**src/rtl/modaddr_pkg.sv**
```systemverilog
package modaddr_pkg;

    typedef enum logic [1:0] {
        UNIT_WORD = 2'd0,
        UNIT_BYTE = 2'd1,
        UNIT_HALF = 2'd2,
        UNIT_NONE = 2'd3
    } unit_e;

    localparam int MOD_W          = 4;
    localparam int WIN_BASE_SHIFT = 3;
    localparam int STEP_W         = 3;

    // Lane condition for one cycle
    typedef enum logic [1:0] {
        LANE_HOLD    = 2'd0,
        LANE_LOAD    = 2'd1,
        LANE_ADVANCE = 2'd2
    } lane_e;

    function automatic logic [STEP_W-1:0] unit_step(input logic [1:0] code);
        unit_e u;
        u = unit_e'(code);
        unique case (u)
            UNIT_WORD: return 3'd4;
            UNIT_BYTE: return 3'd1;
            UNIT_HALF: return 3'd2;
            UNIT_NONE: return 3'd0;
            default:   return 3'd0;
        endcase
    endfunction

endpackage

```
**src/rtl/modaddr_mask_gen.sv**
```systemverilog
module modaddr_mask_gen #(
    parameter int AW    = 32,
    parameter int MOD_W = modaddr_pkg::MOD_W
) (
    input  logic [MOD_W-1:0] mod_code,
    output logic [AW-1:0]    win_mask
);
    localparam int NCODE = 1 << MOD_W;

    logic [AW-1:0] cand [NCODE];

    // Code 0: the whole address is the window, so counting is linear
    assign cand[0] = '1;

    for (genvar g = 1; g < NCODE; g++) begin : g_cand
        localparam int WB = g + modaddr_pkg::WIN_BASE_SHIFT;
        if (WB >= AW) begin : g_full
            assign cand[g] = '1;
        end else begin : g_part
            assign cand[g] = {{(AW-WB){1'b0}}, {WB{1'b1}}};
        end
    end

    assign win_mask = cand[mod_code];
endmodule

```
**src/rtl/modaddr_next.sv**
```systemverilog
module modaddr_next #(
    parameter int AW = 32
) (
    input  logic [AW-1:0] cur,
    input  logic          inc,
    input  logic [1:0]    unit,
    input  logic [AW-1:0] win_mask,
    output logic [AW-1:0] nxt
);
    import modaddr_pkg::*;

    logic [STEP_W-1:0] step;
    logic [AW-1:0]     sum;

    always_comb begin
        step = unit_step(unit);
        sum  = cur + AW'(step);
        if (inc) nxt = (cur & ~win_mask) | (sum & win_mask);
        else     nxt = cur;
    end
endmodule

```
**src/rtl/modaddr_chan.sv**
```systemverilog
module modaddr_chan #(
    parameter int AW    = 32,
    parameter int MOD_W = modaddr_pkg::MOD_W
) (
    input  logic             clk,
    input  logic             rst_n,
    input  logic             load,
    input  logic [AW-1:0]    load_val,
    input  logic             advance,
    input  logic             inc,
    input  logic [1:0]       unit,
    input  logic [MOD_W-1:0] mod_code,
    output logic [AW-1:0]    addr
);
    import modaddr_pkg::*;

    logic [AW-1:0] win_mask;
    logic [AW-1:0] nxt;
    lane_e         cond;

    modaddr_mask_gen #(.AW(AW), .MOD_W(MOD_W)) u_mask (
        .mod_code (mod_code),
        .win_mask (win_mask)
    );

    modaddr_next #(.AW(AW)) u_next (
        .cur      (addr),
        .inc      (inc),
        .unit     (unit),
        .win_mask (win_mask),
        .nxt      (nxt)
    );

    always_comb begin
        if (load)         cond = LANE_LOAD;
        else if (advance) cond = LANE_ADVANCE;
        else              cond = LANE_HOLD;
    end

    always_ff @(posedge clk or negedge rst_n) begin
        if (!rst_n) begin
            addr <= '0;
        end else begin
            unique case (cond)
                LANE_LOAD:    addr <= load_val;
                LANE_ADVANCE: addr <= nxt;
                default:      addr <= addr;
            endcase
        end
    end
endmodule

```
**src/rtl/modaddr_pair.sv**
```systemverilog
module modaddr_pair #(
    parameter int AW    = 32,
    parameter int MOD_W = modaddr_pkg::MOD_W
) (
    input  logic             clk,
    input  logic             rst_n,
    input  logic             xfer_done,
    input  logic             src_load,
    input  logic [AW-1:0]    src_load_val,
    input  logic             src_inc,
    input  logic [1:0]       src_unit,
    input  logic [MOD_W-1:0] src_mod,
    input  logic             dst_load,
    input  logic [AW-1:0]    dst_load_val,
    input  logic             dst_inc,
    input  logic [1:0]       dst_unit,
    input  logic [MOD_W-1:0] dst_mod,
    output logic [AW-1:0]    src_addr,
    output logic [AW-1:0]    dst_addr
);
    localparam int NLANE = 2;

    logic             l_load [NLANE];
    logic [AW-1:0]    l_val  [NLANE];
    logic             l_inc  [NLANE];
    logic [1:0]       l_unit [NLANE];
    logic [MOD_W-1:0] l_mod  [NLANE];
    logic [AW-1:0]    l_addr [NLANE];

    assign l_load[0] = src_load;  assign l_load[1] = dst_load;
    assign l_val[0]  = src_load_val; assign l_val[1] = dst_load_val;
    assign l_inc[0]  = src_inc;   assign l_inc[1]  = dst_inc;
    assign l_unit[0] = src_unit;  assign l_unit[1] = dst_unit;
    assign l_mod[0]  = src_mod;   assign l_mod[1]  = dst_mod;

    for (genvar i = 0; i < NLANE; i++) begin : g_lane
        modaddr_chan #(.AW(AW), .MOD_W(MOD_W)) u_chan (
            .clk      (clk),
            .rst_n    (rst_n),
            .load     (l_load[i]),
            .load_val (l_val[i]),
            .advance  (xfer_done),
            .inc      (l_inc[i]),
            .unit     (l_unit[i]),
            .mod_code (l_mod[i]),
            .addr     (l_addr[i])
        );
    end

    assign src_addr = l_addr[0];
    assign dst_addr = l_addr[1];
endmodule

```
**config.mk**
```make
export PLATFORM = sky130hd
export DESIGN_NAME = modaddr_pair
export DESIGN_NICKNAME = d
export VERILOG_FILES = /design/src/rtl/modaddr_pkg.sv /design/src/rtl/modaddr_mask_gen.sv /design/src/rtl/modaddr_next.sv /design/src/rtl/modaddr_chan.sv /design/src/rtl/modaddr_pair.sv
export SDC_FILE = /design/constraint.sdc
export NUM_CORES = 1
export LEC_CHECK = 0
export BUFFER_PORTS_ARGS = -buffer_cell sky130_fd_sc_hd__clkbuf_2
export CAP_MARGIN = 20
export CORE_MARGIN = 3
export CORE_UTILIZATION = 57
export DETAILED_ROUTE_END_ITERATION = 16
export PLACE_DENSITY_LB_ADDON = 0.1
export SETUP_SLACK_MARGIN = 0.5
export SYNTH_ARGS = -nofsm -noshare
export SYNTH_HDL_FRONTEND = slang
export SYNTH_SLANG_ARGS = --single-unit
```
**constraint.sdc**
```tcl
create_clock -name clk -period 4.7 [get_ports clk]
set_clock_uncertainty 0.05 [all_clocks]
set_input_delay 0 -clock clk [delete_from_list [all_inputs] [get_ports clk]]
set_output_delay 0 -clock clk [all_outputs]
set_load 0.01 [all_outputs]
```
==> out/metrics.yaml, run 1 <==
timing:
  timing.final.crit_share_pct: 56.83
  worst_pin_slew_ns: 1.124
  grt_setup_unrepaired: "no"
  finalCriticalPeriod_ns: 2.671
  relSlewSlack_pct: 24.35
  fin_tns_setup_ns: 0
  drv_slew: 0
  final-setup-viol-count: 0
  max_freq_ghz: 0.3744
  hold_viol: 0
critical_path:
  worst_path_max_delay_cell: "nor4b_4"
  crit_type: "flop to flop"
  crit_path_start: "g_lane[0].u_chan.addr[0]"
  reg2regPathDepth: 7
  crit_family: "simple AND/OR/NAND/NOR gates"
  crit_path_cell_trace: "ha_1 > fa_1 > a21oi_1 > nor4b_4 > nand4_1 > or4_1 > nand3_1"
  startpoint_type: "flop"
  r2r_start: "g_lane[0].u_chan.addr[0]"
  cp_num_cells: 7
  slowest_delay_ns: 0.56
  cp-end-kind: "flop"
  cp.required_ns: 4.94
  worst-path-buf-inv: 0
  worstPathArrival_ns: 2.91
  ff2ff_setup_slack_ns: 2.03
  path_max_fanout: 9
cts:
  clock-sinks: 64
  clkTransAtPathRegs_ns: 0.09
  clock_path_buffers: 2
  cts-buffers-inserted: 9
  clk_latency_ns: 0.36
  cts_root_buffer: "clkbuf_8"
  htreeDepth: 3
  cts_tree: "yes"
synth:
  synth_nets: 720
  yosys_register_bits: 64
  synth-async-reset-ratio_pct: 100.0
  netlist_area_sq_um: 5015
  synth_edf_count: 0
  synth.distinct_cells: 69
  seq_area_frac_synth_pct: 31.94
  syn_avg_cell_area_sq_um: 8.154
  synth_cells: 615
  yosys_warnings: 0
  yosys_most_used_dff: "dfrtp_1"
power_and_ir_drop:
  peakVddDrop_mv: 0.1389
  comb_power_share_pct: 25.6
  leakage_nw: 3.022
  power_frac_clock_pct: 33.5
  p_switching_uw: 584.6
  power_frac_seq_pct: 40.9
  p_sw_share_pct: 34.12
  p_int_mw: 1.129
  p_per_area_nw_per_um2: 256.6
floorplan:
  fp.dieArea_sq_um: 9959
  core.rowCount: 33
  die_y_microns: 99.80
  core_sq_um: 8382
  ios: 147
  start_util_pct: 59.83
  die_x_microns: 99.80
hold_path:
  hold_class: "primary input to flop"
detailed_routing:
  drtIter0Drc: 339
  via_per_inst: 6.247
  via_count: 5766
  wl_per_cell_microns: 17.29
  drtAntennaViolNets: 0
  firstDrtPassIters: 5
  drt_wl_total_mm: 15.96
  drcViolationCount: 0
global_route:
  overflow: 0
  grt_pass1_wl_mm: 26.87
  grt_antenna_before_repair: 0
  track_usage_pct: 32.56
  grt_max_degree: 65
  grt_pass1_vias: 5612
status:
  status: "finished, final reports clean"
placement:
  dp_cells: 842
  place_area_sq_um: 5796
  portBuffers: 146
  dp_hpwl_mm: 10.71
  gp_congestion: 0.9076
finish:
  syn_to_final_growth_pct: 33.13
  fin_area_sq_um: 6676
  drive_above_1_share_pct: 23.47
  final_core_util_pct: 79.65
  nets: 918
  num_antenna_cells: 0
  final_cells: 923
flow_run:
  drv_cap: 0
-- cell families (layout without fill, tap and decap cells) --
logic type / after synthesis / count (layout) / synth area share [%]
and+or+nand+nor: 294 / 294 / 31.71
AOI/OAI and AO/OA: 159 / 159 / 21.43
xor gates and xnor gates: 14 / 14 / 2.445
adders and majority gates: 22 / 22 / 5.788
DFF: 64 / 64 / 31.94
muxes: 15 / 15 / 3.119
buffers and inverters: 47 / 250 / 3.568
-- what timing repair did --
item / in CTS / in global routing
buffers inserted: 0 / 0
endpoints found under the hold margin: 128 / 0
hold buffers: 65 / 0
gates resized for setup: 0 / 0
-- cell type report --
class,instances,area [sq um]
fillers,593,1705
clock buffers,10,137.6
clock inverters,6,92.59
repair buffers,214,1404
inverters,20,75.07
well taps,105,131.4
flip-flops and latches,64,1602
multi-input cells,504,3234
-- worst min path at each step --
| stage | start | to | slack (ns) | cells past startpoint |
|---|---|---|---|---|
| 2_1_floorplan | rst_n | asynchronous set/reset pin | -0.35 | 0 |
| 3_3_place_gp | src_load_val[1] | g_lane[0].u_chan.addr[1] | 0.16 | 3 |
| 3_5_place_dp | src_load_val[9] | flop | 0.16 | 3 |
| 4_1_cts | dst_inc | flop | 0.06 | 3 |
| 5_1_grt | dst_inc | flop | 0.08 | 3 |
| 6_report | dst_inc | flop | 0.08 | 3 |
-- worst reg2reg max path, cell delays in order (launching register included) --
cell	delay, ns
dfrtp_1	0.40
ha_1	0.22
fa_1	0.22
a21oi_1	0.14
nor4b_4	0.56
nand4_1	0.41
or4_1	0.52
nand3_1	0.10
-- cells in the mapped netlist (6+ instances only) --
cell type	count	share of area, %
nand2b_1	9	1.1
nor2_1	39	2.9
and3_1	15	1.9
xnor2_1	9	1.6
dfrtp_1	64	32
o21ai_0	39	3.9
o2bb2ai_1	6	1.0
clkbuf_1	24	1.8
ha_1	20	5.0
nand2_1	93	7.0
a21oi_1	33	3.3
a211o_1	6	1.0
nand4_1	14	1.7
mux2i_1	10	2.0
inv_1	20	1.5
nor2b_1	17	2.1
nand3_1	27	2.7
nor3_1	16	1.6
nor4_1	14	1.7
-- layer usage --
metal | up-vias | routed length, microns | global-route usage, % | part of all wire, %
met1 | 2711 | 6263 | 41.78 | 39
met2 | 328 | 7935 | 55.36 | 50
met3 | 36 | 1390 | 5.281 | 8.7
met4 | 0 | 368 | 11.87 | 2.3
met5 | - | 0 | 0 | 0
li1 | 2691 | - | - | -
-- cells in the final DEF (no fill, tap or decap), types with 5 or more instances in the layout --
| cell | n |
|---|---|
| mux2_2 | 5 |
| dfrtp_1 | 64 |
| nor4_1 | 14 |
| nor2b_1 | 17 |
| clkbuf_2 | 146 |
| nand2_1 | 93 |
| a22oi_1 | 5 |
| o22ai_1 | 5 |
| o211ai_1 | 5 |
| and2_1 | 5 |
| xor2_1 | 5 |
| xnor2_1 | 9 |
| clkbuf_8 | 10 |
| o21ai_0 | 39 |
| nor2_1 | 39 |
| o2bb2ai_1 | 6 |
| a211oi_1 | 5 |
| nor3_1 | 16 |
| ha_1 | 20 |
| dlygate4sd3_1 | 65 |
| nand3_1 | 27 |
| inv_1 | 20 |
| nand2b_1 | 9 |
| a211o_1 | 6 |
| and3_1 | 15 |
| a31o_2 | 5 |
| o311ai_0 | 5 |
| o31ai_1 | 5 |
| mux2i_1 | 10 |
| nand4_1 | 14 |
| a21oi_1 | 33 |
-- power groups by stage --
stage	sequential (mW)	combinational, mW	clock (mW)
after CTS	0.697	0.435	0.576
after detailed placement	0.708	0.391	0
after global placement	0.704	0.379	0
final	0.701	0.439	0.573
after global routing	0.712	0.484	0.600
after floorplan	0.717	0.204	0
-- stage by stage --
step / hold slack [ns] / power [mW] / setup WS [ns]
4_1_cts: 0.05502 / 1.708 / 2.050
5_1_grt: 0.08138 / 1.797 / 1.814
6_report: 0.07929 / 1.713 / 2.029
2_1_floorplan: -0.3456 / 0.9208 / 2.338
3_5_place_dp: 0.1612 / 1.099 / 2.063
3_3_place_gp: 0.1557 / 1.083 / 2.175
No activity file was read; power rests on OpenSTA's default activity.
==> inputs of run 2 (changes only) <==
- ABC_AREA: not set -> 1
- CORE_UTILIZATION: 57 -> 55
- clock period: 4.7 -> 2.8 ns (I/O delays scaled with it)
==> run 2 against run 1 <==
- utilization down 5.2 points
- total power grew 83%
- routed wire length up 13%
- highest routed layer unchanged
==> out/metrics.yaml, run 2 <==
status:
  status: "finished, final reports clean"
timing:
  relSlewSlack_pct: 49.49  # +25 points
  setup_ws_ns: 0.7349  # -1.294 ns
  finalCriticalPeriod_ns: 2.065  # -0.6058 ns
  grt_setup_unrepaired: "no"
  hold_viol: 0  # unchanged
  timing.final.crit_share_pct: 73.75  # +17 points
  drv_slew: 0  # unchanged
  worst_pin_slew_ns: 0.7576  # -0.3668 ns
  fin_tns_setup_ns: 0  # unchanged
  max_freq_ghz: 0.4842  # +29%
  final-setup-viol-count: 0  # unchanged
synth:
  synth_cells: 917  # +49%
  synth_edf_count: 0  # unchanged
  yosysMostFrequentCell: "nand2_1"
  yosys_warnings: 0  # unchanged
  netlist_area_sq_um: 5707  # +14%
  yosys.area.top_type: "dfrtp_1"
  synth_common_cells: "288 x nand2_1, 150 x nor2_1, 98 x a21oi_1"
  syn_avg_cell_area_sq_um: 6.223  # -24%
  seq_area_frac_synth_pct: 28.06  # -3.9 points
  netlist.area_leader.share_pct: 28.06  # -3.9 points
  yosys_most_used_dff: "dfrtp_1"
  synth_nets: 1022  # +42%
  yosys-top-cells-area: "dfrtp_1 28%, nand2_1 19%, nor2_1 9.9%"
  synth-async-reset-ratio_pct: 100.0  # unchanged
  yosys_register_bits: 64  # unchanged
  synth.distinct_cells: 43  # -38%
placement:
  dp_hpwl_mm: 12.97  # +21%
  place_ws_ns: 0.7617  # -1.301 ns
  gp_congestion: 0.9334  # +2.8%
  dp_cells: 1178  # +40%
  portBuffers: 146  # unchanged
cts:
  cts_resized: 0  # unchanged
  cts_tree: "yes"
  clk_latency_ns: 0.35  # about the same
  clock-sinks: 64  # unchanged
  cts_root_buffer: "clkbuf_8"
  cts-buffers-inserted: 9  # unchanged
  hold_buffers: 67  # +3.1%
  clock_path_buffers: 2  # unchanged
  htreeDepth: 3  # unchanged
  clkTransAtPathRegs_ns: 0.08  # about the same
  postCtsSetupBuffers: 0  # unchanged
floorplan:
  fp.dieArea_sq_um: 11630  # +17%
  ios: 147  # unchanged
  die_y_microns: 107.9  # +8.1%
  core_sq_um: 9910  # +18%
  core.rowCount: 36  # +9.1%
  start_util_pct: 57.59  # -2.2 points
  die_x_microns: 107.9  # +8.1%
critical_path:
  worst_path_max_delay_cell: "dfrtp_1"
  reg2regPathDepth: 9  # +2
  r2r_start: "g_lane[0].u_chan.addr[0]"
  path_max_fanout: 5  # -4
  crit_type: "flop to flop"
  cp.required_ns: 2.99  # -1.95 ns
  crit_path_start: "g_lane[0].u_chan.addr[0]"
  ff2ff_setup_slack_ns: 0.73  # -1.29 ns
  crit_path_cell_trace: "ha_1 > fa_1 > nand2_1 > nand2_1 > nand2_1 > nor2_1 > or2_2 > nand4_1 > a21oi_1"
  slowest_delay_ns: 0.40  # -0.16 ns
  startpoint_type: "flop"
  cp-end-kind: "flop"
  worstPathArrival_ns: 2.25  # -0.66 ns
  critical-path-top-cell-by-count: "nand2_1"
finish:
  num_antenna_cells: 0  # unchanged
  drive_above_1_share_pct: 17.91  # -5.6 points
  syn_to_final_growth_pct: 29.23
  nFillCells: 882  # +49%
  final_cells: 1261  # +37%
  layout_common_cells: "288 x nand2_1, 150 x nor2_1, 145 x clkbuf_2, 98 x a21oi_1, 77 x inv_1"
  layout_commonest_cell: "nand2_1"
  nets: 1228  # +34%
power_and_ir_drop:
  finalPower_mw: 3.139  # +83%
  peakVddDrop_mv: 0.2629  # +89%
  leakage_nw: 3.617  # +20%
  p_per_area_nw_per_um2: 425.7  # +66%
detailed_routing:
  via_count: 6750  # +17%
  drcViolationCount: 0  # unchanged
  drt_wl_total_mm: 17.96  # +13%
  wl_per_cell_microns: 14.24  # -18%
  drtAntennaViolNets: 0  # unchanged
  via_per_inst: 5.353  # -14%
  firstDrtPassIters: 6  # +1
  drtIter0Drc: 508  # +50%
global_route:
  grt_pass1_vias: 6100  # +8.7%
  track_usage_pct: 31.24  # -1.3 points
  grt_max_degree: 43  # -34%
  grt_pass1_wl_mm: 29.37  # +9.3%
  grt_antenna_before_repair: 0  # unchanged
  overflow: 0  # unchanged
flow_run:
  drv_cap: 0  # unchanged
hold_path:
  holdCritStartpoint: "dst_load_val[20]"
  hold_class: "primary input to flop"
-- run 2: logic make-up (layout without fill, tap and decap cells) --
kind of cell / count (synthesis) / count (layout) / share of synthesized area, %
flops: 64 / 64 / 28.06
simple gates: 539 / 539 / 40.56
buf+inv: 108 / 319 / 8.244
xor+xnor: 10 / 10 / 1.535
compound gates: 174 / 174 / 16.51
fa+ha+maj: 22 / 22 / 5.087
-- run 2: per-stage QoR --
stage | hold WS (ns) | utilization (%) | area, sq um
finish | 0.03832 | 74.42 | 7375
global route | 0.06333 | 74.42 | 7375
CTS | 0.01130 | 74.42 | 7375
detailed placement | 0.05098 | 65.57 | 6497
global placement | 0.05547 | 65.57 | 6497
floorplan | -0.3456 | - | 5707
-- run 2: metal layers --
metal,GRT usage (%),up-vias,routed length [microns],part of all wire [%]
met5,0,-,0,0
met4,7.304,0,205,1.1
met3,4.559,22,1302,7.3
met2,48.13,273,7809,43
met1,46.17,3071,8639,48
li1,-,3384,-,-
-- run 2: worst max-delay path: cells and delay by family (launching register included) --
kind / cells / cell delay [ns]
AND/OR/NAND/NOR: 6 / 0.82
adder cells (fa/ha/maj): 2 / 0.63
flip-flops: 1 / 0.40
AO/OA/AOI/OAI: 1 / 0.07
-- run 2: how the worst min path moves through the flow --
stage / endpoint / cells after the start
after floorplan: asynchronous set/reset pin / 0
after global placement: asynchronous set/reset pin / 1
after detailed placement: asynchronous set/reset pin / 1
after CTS: flop / 5
after global routing: flop / 5
final: flop / 5
-- run 2: cell type report --
class / instances / area (sq um) / area share (%)
Multi-Input combinational cell: 745 / 3635 / 49.29
Sequential cell: 64 / 1602 / 21.72
Timing Repair Buffer: 216 / 1436 / 19.48
Inverter: 87 / 329.1 / 4.462
Tap cell: 133 / 166.4 / 2.257
Clock buffer: 11 / 151.4 / 2.053
Clock inverter: 5 / 55.05 / 0.7465
-- run 2: report_power, final --
| part | internal (mW) | switching, mW |
|---|---|---|
| registers | 1.05 | 0.200 |
| logic | 0.422 | 0.605 |
| clock network | 0.457 | 0.406 |
| total | 1.93 | 1.21 |
